**config.mk**
```make
export PLATFORM = sky130hd
export DESIGN_NAME = zero_count8
export DESIGN_NICKNAME = d
export VERILOG_FILES = /design/src/rtl/zc_pkg.sv /design/src/rtl/zc_group_cell.sv /design/src/rtl/zc_ripple_add.sv /design/src/rtl/zero_count8.sv
export SDC_FILE = /design/constraint.sdc
export NUM_CORES = 1
export LEC_CHECK = 0
export BUFFER_PORTS_ARGS = -buffer_cell sky130_fd_sc_hd__buf_4
export CAP_MARGIN = 10
export CORE_AREA = 8 8 45 47
export DETAILED_ROUTE_END_ITERATION = 8
export DIE_AREA = 0 0 53 55
export SLEW_MARGIN = 15
export SYNTH_ARGS = -nofsm -noshare
export SYNTH_HDL_FRONTEND = slang
export SYNTH_HIERARCHICAL = 1
export SYNTH_SLANG_ARGS = --single-unit
```
**constraint.sdc**
```tcl
create_clock -name vclk -period 2.2
set_input_delay 0.11 -clock vclk [all_inputs]
set_output_delay 0.11 -clock vclk [all_outputs]
set_load 0.01 [all_outputs]
```
**src/rtl/zc_pkg.sv**
```systemverilog
package zc_pkg;
  localparam int unsigned GROUP_W   = 4;
  localparam int unsigned NUM_GROUP = 2;
  localparam int unsigned WORD_W    = GROUP_W * NUM_GROUP;
  localparam int unsigned PART_W    = $clog2(GROUP_W + 1);
  localparam int unsigned TOTAL_W   = $clog2(WORD_W + 1);
endpackage

```
**src/rtl/zc_group_cell.sv**
```systemverilog
module zc_group_cell #(
  parameter int unsigned W  = 4,
  localparam int unsigned CW = $clog2(W + 1)
) (
  input  logic [W-1:0]  bits_i,
  input  logic          en_i,
  output logic [CW-1:0] cnt_o,
  output logic          clear_o
);
  logic [CW-1:0] raw_cnt;

  always_comb begin
    raw_cnt = '0;
    for (int i = 0; i < W; i++) begin
      raw_cnt = raw_cnt + CW'(!bits_i[i]);
    end
  end

  assign cnt_o   = en_i ? raw_cnt : '0;
  assign clear_o = en_i & (&bits_i);

  // A group flagged clear must not report any zeros
  always_comb begin
    assert_cell_clear_R3: assert (!clear_o || cnt_o == '0)
      else $error("group flag set with nonzero count");
  end
endmodule

```
**src/rtl/zc_ripple_add.sv**
```systemverilog
module zc_ripple_add #(
  parameter int unsigned W = 3
) (
  input  logic [W-1:0] a_i,
  input  logic [W-1:0] b_i,
  output logic [W-1:0] s_o,
  output logic         co_o
);
  logic [W:0] c;
  assign c[0] = 1'b0;

  for (genvar k = 0; k < W; k++) begin : g_fa
    assign s_o[k]  = a_i[k] ^ b_i[k] ^ c[k];
    assign c[k+1]  = (a_i[k] & b_i[k]) | (c[k] & (a_i[k] ^ b_i[k]));
  end

  assign co_o = c[W];

  // The carry chain must agree with arithmetic addition
  always_comb begin
    assert_adder_sum_R5: assert ({co_o, s_o} == ({1'b0, a_i} + {1'b0, b_i}))
      else $error("ripple sum mismatch");
  end
endmodule

```
**src/rtl/zero_count8.sv**
```systemverilog
module zero_count8
  import zc_pkg::*;
(
  input  logic [WORD_W-1:0]  din,
  input  logic               en,
  output logic [TOTAL_W-1:0] zcount,
  output logic               none_zero
);
  logic [PART_W-1:0] part  [NUM_GROUP];
  logic              clear [NUM_GROUP];

  for (genvar g = 0; g < NUM_GROUP; g++) begin : g_cell
    zc_group_cell #(.W(GROUP_W)) u_cell (
      .bits_i  (din[g*GROUP_W +: GROUP_W]),
      .en_i    (en),
      .cnt_o   (part[g]),
      .clear_o (clear[g])
    );
  end

  logic [PART_W-1:0] sum_lo;
  logic              sum_co;

  zc_ripple_add #(.W(PART_W)) u_add (
    .a_i  (part[0]),
    .b_i  (part[1]),
    .s_o  (sum_lo),
    .co_o (sum_co)
  );

  assign zcount    = {sum_co, sum_lo};
  assign none_zero = clear[0] & clear[1];

  always_comb begin
    assert_disabled_quiet_R4: assert (en || (zcount == '0 && !none_zero))
      else $error("outputs active while disabled");
    assert_flag_vs_count_R3: assert (none_zero == (en && zcount == '0))
      else $error("flag disagrees with count");
    assert_count_range_R1: assert (zcount <= TOTAL_W'(WORD_W))
      else $error("count exceeds word width");
  end
endmodule

```
== Word level (Yosys, flattened, before mapping) ==
Cells that the tools add are included.

* Flip-flop bits (word level): 0
* Output and inout port bits: 5
* Logic and storage cells: 33

* Bitwise operators: 15
* Reduce and logical (&&, ||, !) cells: 10
* Muxes and demuxes: 2
* $add $sub $neg: 6

{| class="wikitable"
|+ Operators by type and width
! kind !! count
|-
| $add A3 B1 Y3 || 4
|-
| $and A1 B1 Y1 || 8
|-
| $logic_not A1 Y1 || 8
|-
| $reduce_and A4 Y1 || 2
|-
| $mux W3 || 2
|-
| $xor A1 B1 Y1 || 5
|-
| $add A1 B1 Y2 || 2
|-
| $or A1 B1 Y1 || 2
|}

== Longest topological paths before layout ==
Gate-level depths: netlist of run 1.

* Word-level depth: 10
* Gate-level depth with buffers: 10

== By module ==
Netlist of run 1, hierarchy kept.

{| class="wikitable"
|+ By module, submodules not included
! module !! area an instance (um^2) !! cells each !! sequential area each (um^2) !! times used
|-
| zc_group_cell || 103.8 || 12 || 0.0 || 2
|-
| zc_ripple_add || 71.3 || 8 || 0.0 || 1
|-
| zero_count8 || 13.8 || 2 || 0.0 || 1
|}

== Worst setup path after synthesis of run 1 ==
No wires, ideal clock.

* Kind: input to output
* Start: input din[0]
* End: output zcount[2]
* Arrival: 2.201 ns
* Required time: 2.090 ns
* Path slack: -0.111 ns
* Stages on the path: 9
* Path buffers: 0
* Cells stage by stage: inv_1 fa_1 ha_1 ha_1 and2_2 fa_1 inv_1 fa_1 inv_1

{| class="wikitable"
|+ RTL lines
! element !! line !! text
|-
| start: declaration || zero_count8.sv:4 || <nowiki>input logic [WORD_W-1:0] din,</nowiki>
|-
| end: declaration || zero_count8.sv:6 || <nowiki>output logic [TOTAL_W-1:0] zcount,</nowiki>
|}

==> results.py, run 1 <==
metrics = {
    "route": {
        "drtIter0Drc": 1,
        "wire_per_inst_microns": 8.969,
        "first_pass_iters": 2,
        "drt-total-wl_microns": 574,
        "drc_errors": 0,
        "vias": 240,
        "vias_per_cell": 3.750,
        "ant_nets": 0,
    },
    "die": {
        "rows": 14,
        "fp.dieArea_sq_um": 2915,
        "die_w_microns": 53,
        "initial_utilization_pct": 21.16,
        "core-area_sq_um": 1384,
        "die_y_microns": 55,
        "pin_count": 14,
    },
    "cells_and_area": {
        "syn2layout_area_growth_pct": 69.66,
        "post_route_cells_drive_above_1_share_pct": 70.83,
        "nClkBuffers": 0,
        "area.sequential_sq_um": 0,
        "fillers": 151,
        "nets": 70,
        "stdcell_count": 64,
        "fin_area_sq_um": 496.7,
        "antenna_cells": 0,
        "seq_cell_count": 0,
        "multi_input_area_sq_um": 296.5,
    },
    "setup_path": {
        "crit_required_ns": 2.09,
        "cp_slowest_cell": "fa_1",
        "worstSetupPathType": "in -> out",
        "crit_fanout": 2,
        "end_kind": "output port",
        "arrival_ns": 2.25,
        "critPathBufInv": 5,
        "critPathMaxStageDelay_ns": 0.53,
        "cpMostUsedCell": "inv_2",
        "crit_family": "adder cells",
        "start_kind": "primary input",
        "path_cells": "buf_6 -> inv_2 -> fa_1 -> ha_2 -> ha_4 -> and2_4 -> fa_2 -> inv_2 -> fa_1 -> inv_2 -> buf_6",
    },
    "pwr": {
        "power_density_nw_per_um2": 247.1,
        "finalPower_uw": 122.8,
        "peakVddDrop_mv": 0.09759,
        "power.leakage_uw": 0.0002507,
    },
    "synthesis": {
        "yosysWarnings": 6,
        "ys_top_cells_by_count": "inv_1 (13), ha_1 (7), and2_2 (6)",
        "synth_nets": 54,
        "ys_seq_area_share_pct": 0,
        "synthTopCellsByArea": "ha_1 (30%), fa_1 (27%), inv_1 (17%)",
        "synthesis.area_sq_um": 292.8,
        "synth.avg_cell_area_sq_um": 8.611,
        "synth_cells": 34,
        "synthDominantCellAreaShare_pct": 29.91,
        "yosysTopAreaCell": "ha_1",
        "ys_types": 7,
        "yosysMostFrequentCell": "inv_1",
    },
    "grt": {
        "grt_pass1_wl_microns": 993,
        "grt_max_degree": 9,
        "grt_use_total_pct": 4.098,
        "grt_overflow": 0,
        "first_global_vias": 266,
        "antenna_found_initial": 0,
    },
    "status": {
        "violations": "negative setup slack",
        "status": "complete, but fails checks",
    },
    "placed_design": {
        "port_buffers": 14,
        "finalWeightedCongestion": 0.6221,
        "dpl_worst_slack_ns": -0.2535,
        "placed_area_sq_um": 465.4,
        "place_inst": 63,
    },
    "hold_path": {
        "worstHoldPathType": "in -> out",
    },
    "timing": {
        "setup-violations-final": 1,
        "setup_tns_ns": -0.1598,
        "tightestPinTransition_ns": 0.1394,
        "slew_headroom_pct": 90.68,
        "fin_crit_ns": 2.360,
        "final.setup.worst_slack_ns": -0.1598,
        "period_share_pct": 107.3,
        "rsz0062_at_grt": "yes",
        "maxSlewViolCount": 0,
        "hold_viol": 0,
        "fmaxAchievable_mhz": 423.8,
    },
    "flow_run": {
        "max_cap_violations": 0,
    },
    "clock_tree": {
        "cts.hold.buffers_added": 0,
    },
}
metrics by stage:
stage          hold slack (ns)  util, %
3_5_place_dp            0.6974    33.63
4_1_cts                 0.7024    35.90
2_1_floorplan           0.4737        -
6_report                0.6909    35.90
5_1_grt                 0.7263    35.90
3_3_place_gp            0.7107    33.63
cells in the final DEF (no fill, tap or decap):
cell,n
ha_2,1
buf_6,3
and2_1,1
and2_4,4
fa_2,1
ha_1,2
inv_1,6
inv_2,6
and2_2,2
ha_4,4
buf_4,12
and4_1,2
fa_1,3
inv_8,1
power by group:
group / switching, uW / leakage, uW / internal, uW / total, uW
logic: 51.8 / 0.000251 / 71.0 / 123
registers: 0 / 0 / 0 / 0
clock network: 0 / 0 / 0 / 0
metal layers:
metal | vias to the layer above | share of wire (%) | wire [microns] | track usage [%]
li1 | 125 | - | - | -
met1 | 104 | 45 | 259 | 5.775
met2 | 11 | 42 | 239 | 6.250
met3 | 0 | 13 | 75 | 1.337
met4 | 0 | 0 | 0 | 0
met5 | - | 0 | 0 | 0
worst paths after layout:
kind / slack (ns) / to / startpoint / depth (start not counted)
max: -0.16 / zcount[2] / din[0] / 11
min: 0.69 / none_zero / din[6] / 4
cell families (layout without fill, tap and decap cells):
family | Yosys count | after routing | synth area share [%]
buffers and inverters | 14 | 28 | 19.23
adder cells (fa/ha/maj) | 11 | 11 | 57.26
AND/OR/NAND/NOR | 9 | 9 | 23.51
timing repair:
| item | CTS | global route |
|---|---|---|
| buffers inserted | 1 | 0 |
| setup endpoints to repair | 2 | 2 |
| gates resized for setup | 7 | 0 |
| pin swaps | 7 | 1 |
final cells by class:
| class | instances | area share, % |
|---|---|---|
| inverter | 13 | 11.34 |
| multi-input combinational | 20 | 59.70 |
| tap | 16 | 4.030 |
| timing repair buffer | 15 | 24.94 |
Power figures use the tool's default switching activity.
==> run 2: changes to the inputs <==
--- a/config.mk
+++ b/config.mk
@@ -13,5 +13,4 @@
 export SLEW_MARGIN = 15
 export SYNTH_ARGS = -nofsm -noshare
 export SYNTH_HDL_FRONTEND = slang
-export SYNTH_HIERARCHICAL = 1
 export SYNTH_SLANG_ARGS = --single-unit
==> run 2 against run 1 <==
Against the previous run:
- the flow still finishes with violations (negative setup slack)
- global-route usage grew 0.44 points
- maximum frequency grew 3.0%
- synthesized area fell by 5.6%
- highest routed layer unchanged
- power rose by 1.2%
- die area is the same
- clock-buffer cell count unchanged
- largest power group unchanged
==> results.py, run 2 <==
metrics = {
    "die": {
        "core-area_sq_um": 1384,
        "rows": 14,
        "die_y_microns": 55,
        "fp.dieArea_sq_um": 2915,
        "pin_count": 14,
        "initial_utilization_pct": 19.98,
        "die_w_microns": 53,
    },
    "clock_tree": {
        "cts.hold.buffers_added": 0,
    },
    "timing": {
        "setup_tns_ns": -0.09069,
        "tightestPinTransition_ns": 0.09007,
        "rsz0062_at_grt": "yes",
        "setup-violations-final": 1,
        "fin_crit_ns": 2.291,
        "hold_viol": 0,
        "final.setup.worst_slack_ns": -0.09069,
        "maxSlewViolCount": 0,
        "period_share_pct": 104.1,
        "slew_headroom_pct": 93.98,
        "fmaxAchievable_mhz": 436.6,
    },
    "cells_and_area": {
        "multi_input_area_sq_um": 302.8,
        "nets": 69,
        "antenna_cells": 0,
        "nClkBuffers": 0,
        "final_cell_mix": "buf_4 (11), inv_1 (5), ha_4 (5)",
        "area.sequential_sq_um": 0,
        "post_route_cells_drive_above_1_share_pct": 76.60,
        "final_common_cell": "buf_4",
        "fin_area_sq_um": 524.3,
        "syn2layout_area_growth_pct": 89.59,
        "stdcell_count": 63,
        "seq_cell_count": 0,
        "fillers": 157,
    },
    "setup_path": {
        "critPathCapture": "zcount[2]",
        "cp_num_cells": 11,
        "worstSetupPathType": "in -> out",
        "start_kind": "primary input",
        "crit_fanout": 2,
        "path_cells": "buf_6 -> inv_4 -> ha_4 -> fa_2 -> ha_4 -> and2_4 -> fa_2 -> inv_2 -> fa_1 -> inv_2 -> buf_6",
        "crit_required_ns": 2.09,
        "cp_slowest_cell": "fa_1",
        "startpoint": "din[0]",
        "critPathMaxStageDelay_ns": 0.42,
        "critPathBufInv": 5,
        "end_kind": "output port",
        "arrival_ns": 2.18,
        "crit_family": "adder cells",
    },
    "pwr": {
        "p_switching_uw": 50.58,
        "peakVddDrop_mv": 0.07761,
        "clkPwrFrac_pct": 0,
        "intPower_uw": 73.66,
        "swShare_pct": 40.71,
        "p_seq_share_pct": 0,
        "finalPower_uw": 124.2,
        "power_frac_comb_pct": 100.0,
        "power_density_nw_per_um2": 237.0,
        "power.leakage_uw": 0.0002474,
    },
    "synthesis": {
        "ys_seq_area_share_pct": 0,
        "synth.avg_cell_area_sq_um": 8.641,
        "synthDominantCellAreaShare_pct": 31.67,
        "ys_top_cells_by_count": "inv_1 (11), ha_1 (7), and2_2 (4), fa_1 (4), nand2_1 (2)",
        "yosysTopAreaCell": "ha_1",
        "synth_nets": 52,
        "synth_cells": 32,
        "ys_types": 9,
        "yosysMostFrequentCell": "inv_1",
        "yosysWarnings": 0,
        "synthesis.area_sq_um": 276.5,
        "synthTopCellsByArea": "ha_1 (32%), fa_1 (29%), inv_1 (15%)",
    },
    "placed_design": {
        "placed_area_sq_um": 464.2,
        "port_buffers": 14,
        "finalWeightedCongestion": 0.6722,
        "place_inst": 62,
    },
    "route": {
        "first_pass_iters": 1,
        "drtIter0Drc": 0,
        "wire_per_inst_microns": 9.016,
        "drc_errors": 0,
        "vias_per_cell": 3.857,
        "drt-total-wl_microns": 568,
        "vias": 243,
        "ant_nets": 0,
    },
    "hold_path": {
        "worstHoldPathType": "in -> out",
        "hold_start": "din[6]",
    },
    "status": {
        "status": "complete, but fails checks",
        "violations": "negative setup slack",
    },
    "grt": {
        "antenna_found_initial": 0,
        "grt_pass1_wl_microns": 1090,
        "grt_max_degree": 8,
        "grt_use_total_pct": 4.538,
        "grt_overflow": 0,
        "first_global_vias": 285,
    },
    "flow_run": {
        "max_cap_violations": 0,
    },
}
## run 2: cell count changes after synthesis, sizes merged
| cell | delta |
|---|---|
| inv | -2 |
| nand2 | +2 |
| and4 | -2 |
| nand4 | +1 |
| nor2 | +1 |
| and2 | -3 |
| nand3 | +1 |
## run 2: repair_timing
item / 4_1_cts / 5_1_grt
buffers inserted: 0 / 1
endpoints found under the setup margin: 2 / 1
pin swaps: 10 / 8
gates resized for setup: 8 / 8
## run 2: metal layers
layer / routed length (microns) / share of wire (%) / GRT usage [%]
met3: 58 / 10 / 1.337
met2: 297 / 52 / 8.594
met4: 0 / 0 / 0
met5: 0 / 0 / 0
met1: 212 / 37 / 5.175
## run 2: worst min path at each step
stage / to / slack (ns) / cells after the start
3_5_place_dp: none_zero / 0.57 / 4
2_1_floorplan: none_zero / 0.30 / 2
4_1_cts: none_zero / 0.57 / 4
5_1_grt: none_zero / 0.59 / 4
6_report: none_zero / 0.56 / 4
3_3_place_gp: none_zero / 0.57 / 4
## run 2: cell families (layout without fill, tap and decap cells)
kind of cell	Yosys count	count (layout)	synth area share, %
fa+ha+maj	11	11	60.63
buf+inv	12	27	17.65
simple gates	9	9	21.72
## run 2: stage by stage
step / utilization (%) / setup slack, ns / hold slack (ns)
after CTS: 35.44 / -0.09853 / 0.5706
final: 37.88 / -0.09069 / 0.5632
after global routing: 37.88 / -0.1512 / 0.5863
after detailed placement: 33.54 / -0.2154 / 0.5689
after floorplan: - / 0.01541 / 0.2998
after global placement: 33.54 / -0.1954 / 0.5719
## run 2: area by class of cell
| cell class | instances | share of cell area [%] |
|---|---|---|
| inverters | 11 | 9.785 |
| multi-input cells | 20 | 57.76 |
| well taps | 16 | 3.819 |
| repair buffers | 16 | 28.64 |
## run 2: power by group through the flow
stage                     Clock (uW)  Combinational (uW)  Sequential (uW)
after floorplan                    0                71.2                0
after detailed placement           0                 113                0
after global routing               0                 141                0
final                              0                 124                0
after CTS                          0                 121                0
after global placement             0                 113                0
==> run 3: changes to the inputs <==
--- a/config.mk
+++ b/config.mk
@@ -7,9 +7,12 @@
 export LEC_CHECK = 0
 export BUFFER_PORTS_ARGS = -buffer_cell sky130_fd_sc_hd__buf_4
 export CAP_MARGIN = 10
+export CELL_PAD_IN_SITES_DETAIL_PLACEMENT = 0
+export CELL_PAD_IN_SITES_GLOBAL_PLACEMENT = 1
 export CORE_AREA = 8 8 45 47
 export DETAILED_ROUTE_END_ITERATION = 8
 export DIE_AREA = 0 0 53 55
+export PLACE_DENSITY_LB_ADDON = 0.1
 export SLEW_MARGIN = 15
 export SYNTH_ARGS = -nofsm -noshare
 export SYNTH_HDL_FRONTEND = slang
==> run 3 against run 2 <==
Against the previous run:
- the run still ends with negative setup slack left
- first-iteration DRC count unchanged
- largest power group unchanged
- global-route usage is 0.17 points lower
- via count is 1.2% lower
- non-clock buffer count rose by 1
- maximum frequency increased by 0.13%
- power down 1.9%
- sequential share of layout area unchanged
- die area unchanged
- combinational power about the same
- clock-buffer cell count unchanged
- critical path depth unchanged
- worst setup slack better by 0.0030 ns
==> results.py, run 3 (same netlist as run 2, synthesis figures left out) <==
metrics = {
    "timing": {
        "fmaxAchievable_mhz": 437.1,
        "slew_headroom_pct": 93.51,
        "tightestPinTransition_ns": 0.09704,
        "fin_crit_ns": 2.288,
        "final.setup.worst_slack_ns": -0.08771,
        "rsz0062_at_grt": "yes",
        "setup_tns_ns": -0.08771,
        "hold_viol": 0,
        "setup-violations-final": 1,
        "period_share_pct": 104.0,
        "maxSlewViolCount": 0,
    },
    "cells_and_area": {
        "nets": 70,
        "final_cell_mix": "buf_4 (12), inv_1 (5), ha_4 (5)",
        "final_common_cell": "buf_4",
        "post_route_cells_drive_above_1_share_pct": 77.08,
        "nClkBuffers": 0,
        "fin_util_pct": 37.52,
        "seq_cell_count": 0,
        "area.sequential_sq_um": 0,
        "antenna_cells": 0,
        "fillers": 142,
        "syn2layout_area_growth_pct": 87.78,
    },
    "placed_design": {
        "dpl_worst_slack_ns": -0.2034,
        "finalWeightedCongestion": 0.6134,
        "port_buffers": 14,
        "dp_hpwl_microns": 551.7,
    },
    "route": {
        "wl_met3_microns": 64,
        "vias": 240,
        "first_pass_iters": 1,
        "dr.max_layer_used": "met3",
        "met2WireLength_microns": 313,
        "drt-total-wl_microns": 614,
        "drc_errors": 0,
        "drtIter0Drc": 0,
        "wire_per_inst_microns": 9.594,
        "wl_met1_microns": 236,
        "vias_per_cell": 3.750,
        "ant_nets": 0,
    },
    "setup_path": {
        "end_kind": "output port",
        "start_kind": "primary input",
        "crit_required_ns": 2.09,
        "arrival_ns": 2.18,
        "worstSetupPathType": "in -> out",
        "crit_fanout": 2,
    },
    "grt": {
        "grt_overflow": 0,
        "grt_pass1_wl_microns": 1028,
        "grt_use_total_pct": 4.369,
        "antenna_found_initial": 0,
        "grt_max_degree": 8,
        "first_global_vias": 271,
    },
    "pwr": {
        "power.leakage_uw": 0.0002491,
        "power_density_nw_per_um2": 234.7,
        "peakVddDrop_mv": 0.06661,
    },
    "die": {
        "die_y_microns": 55,
        "pin_count": 14,
        "die_w_microns": 53,
        "initial_utilization_pct": 19.98,
        "core-area_sq_um": 1384,
        "rows": 14,
        "fp.dieArea_sq_um": 2915,
    },
    "flow_run": {
        "max_cap_violations": 0,
    },
    "hold_path": {
        "worstHoldPathType": "in -> out",
    },
    "status": {
        "violations": "negative setup slack",
        "status": "complete, but fails checks",
    },
}
==> run 3: cell types whose count changed in the layout (fill, tap and decap cells not counted) <==
cell,previous run,this run
buf_8,3,1
buf_6,2,4
inv_2,2,4
buf_4,11,12
inv_4,4,2
==> run 3: worst paths after layout <==
| kind | from | endpoint | slack, ns | cells past startpoint |
|---|---|---|---|---|
| worst max-delay path | din[4] | zcount[2] | -0.09 | 11 |
| worst min-delay path | din[7] | none_zero | 0.56 | 4 |
==> run 3: power by group <==
group          switching, uW  leakage, uW  internal [uW]
sequential                 0            0              0
combinational           50.0     0.000249           71.9
clock                      0            0              0
total                   50.0     0.000249           71.9
==> run 3: layer usage <==
metal	global-route usage [%]	up-vias
met5	0	-
li1	-	124
met2	9.180	8
met1	4.552	108
met3	0.8021	0
met4	0	0
==> run 3: timing repair <==
action                     in CTS  in global routing
pin swaps                      11                  0
buffers inserted                0                  0
cloned                          0                  0
gates resized for setup        11                  1
setup endpoints to repair       2                  1
hold buffers                    0                  0
==> run 3: area by class of cell <==
cell class,count,area [sq um],share of cell area (%)
Timing Repair Buffer,17,150.1,28.92
Inverter,11,46.29,8.916
Multi-Input combinational cell,20,302.8,58.31
Tap cell,16,20.02,3.855
==> run 3: critical path: stages <==
cell	delay (ns)
buf_8	0.10
inv_4	0.05
ha_4	0.19
fa_2	0.36
ha_4	0.24
and2_4	0.13
fa_2	0.37
inv_2	0.06
fa_1	0.41
inv_2	0.06
buf_6	0.09
==> run 3: metrics by stage <==
| stage | std cells | hold WS (ns) | total power [uW] | cell area (sq um) |
|---|---|---|---|---|
| 2_1_floorplan | 32 | 0.2998 | 71.24 | 339.1 |
| 3_3_place_gp | 64 | 0.5632 | 114.1 | 479.2 |
| 3_5_place_dp | 64 | 0.5659 | 114.3 | 479.2 |
| 4_1_cts | 64 | 0.5658 | 124.2 | 515.5 |
| 5_1_grt | 64 | 0.5811 | 138.9 | 519.2 |
| 6_report | 64 | 0.5628 | 121.9 | 519.2 |
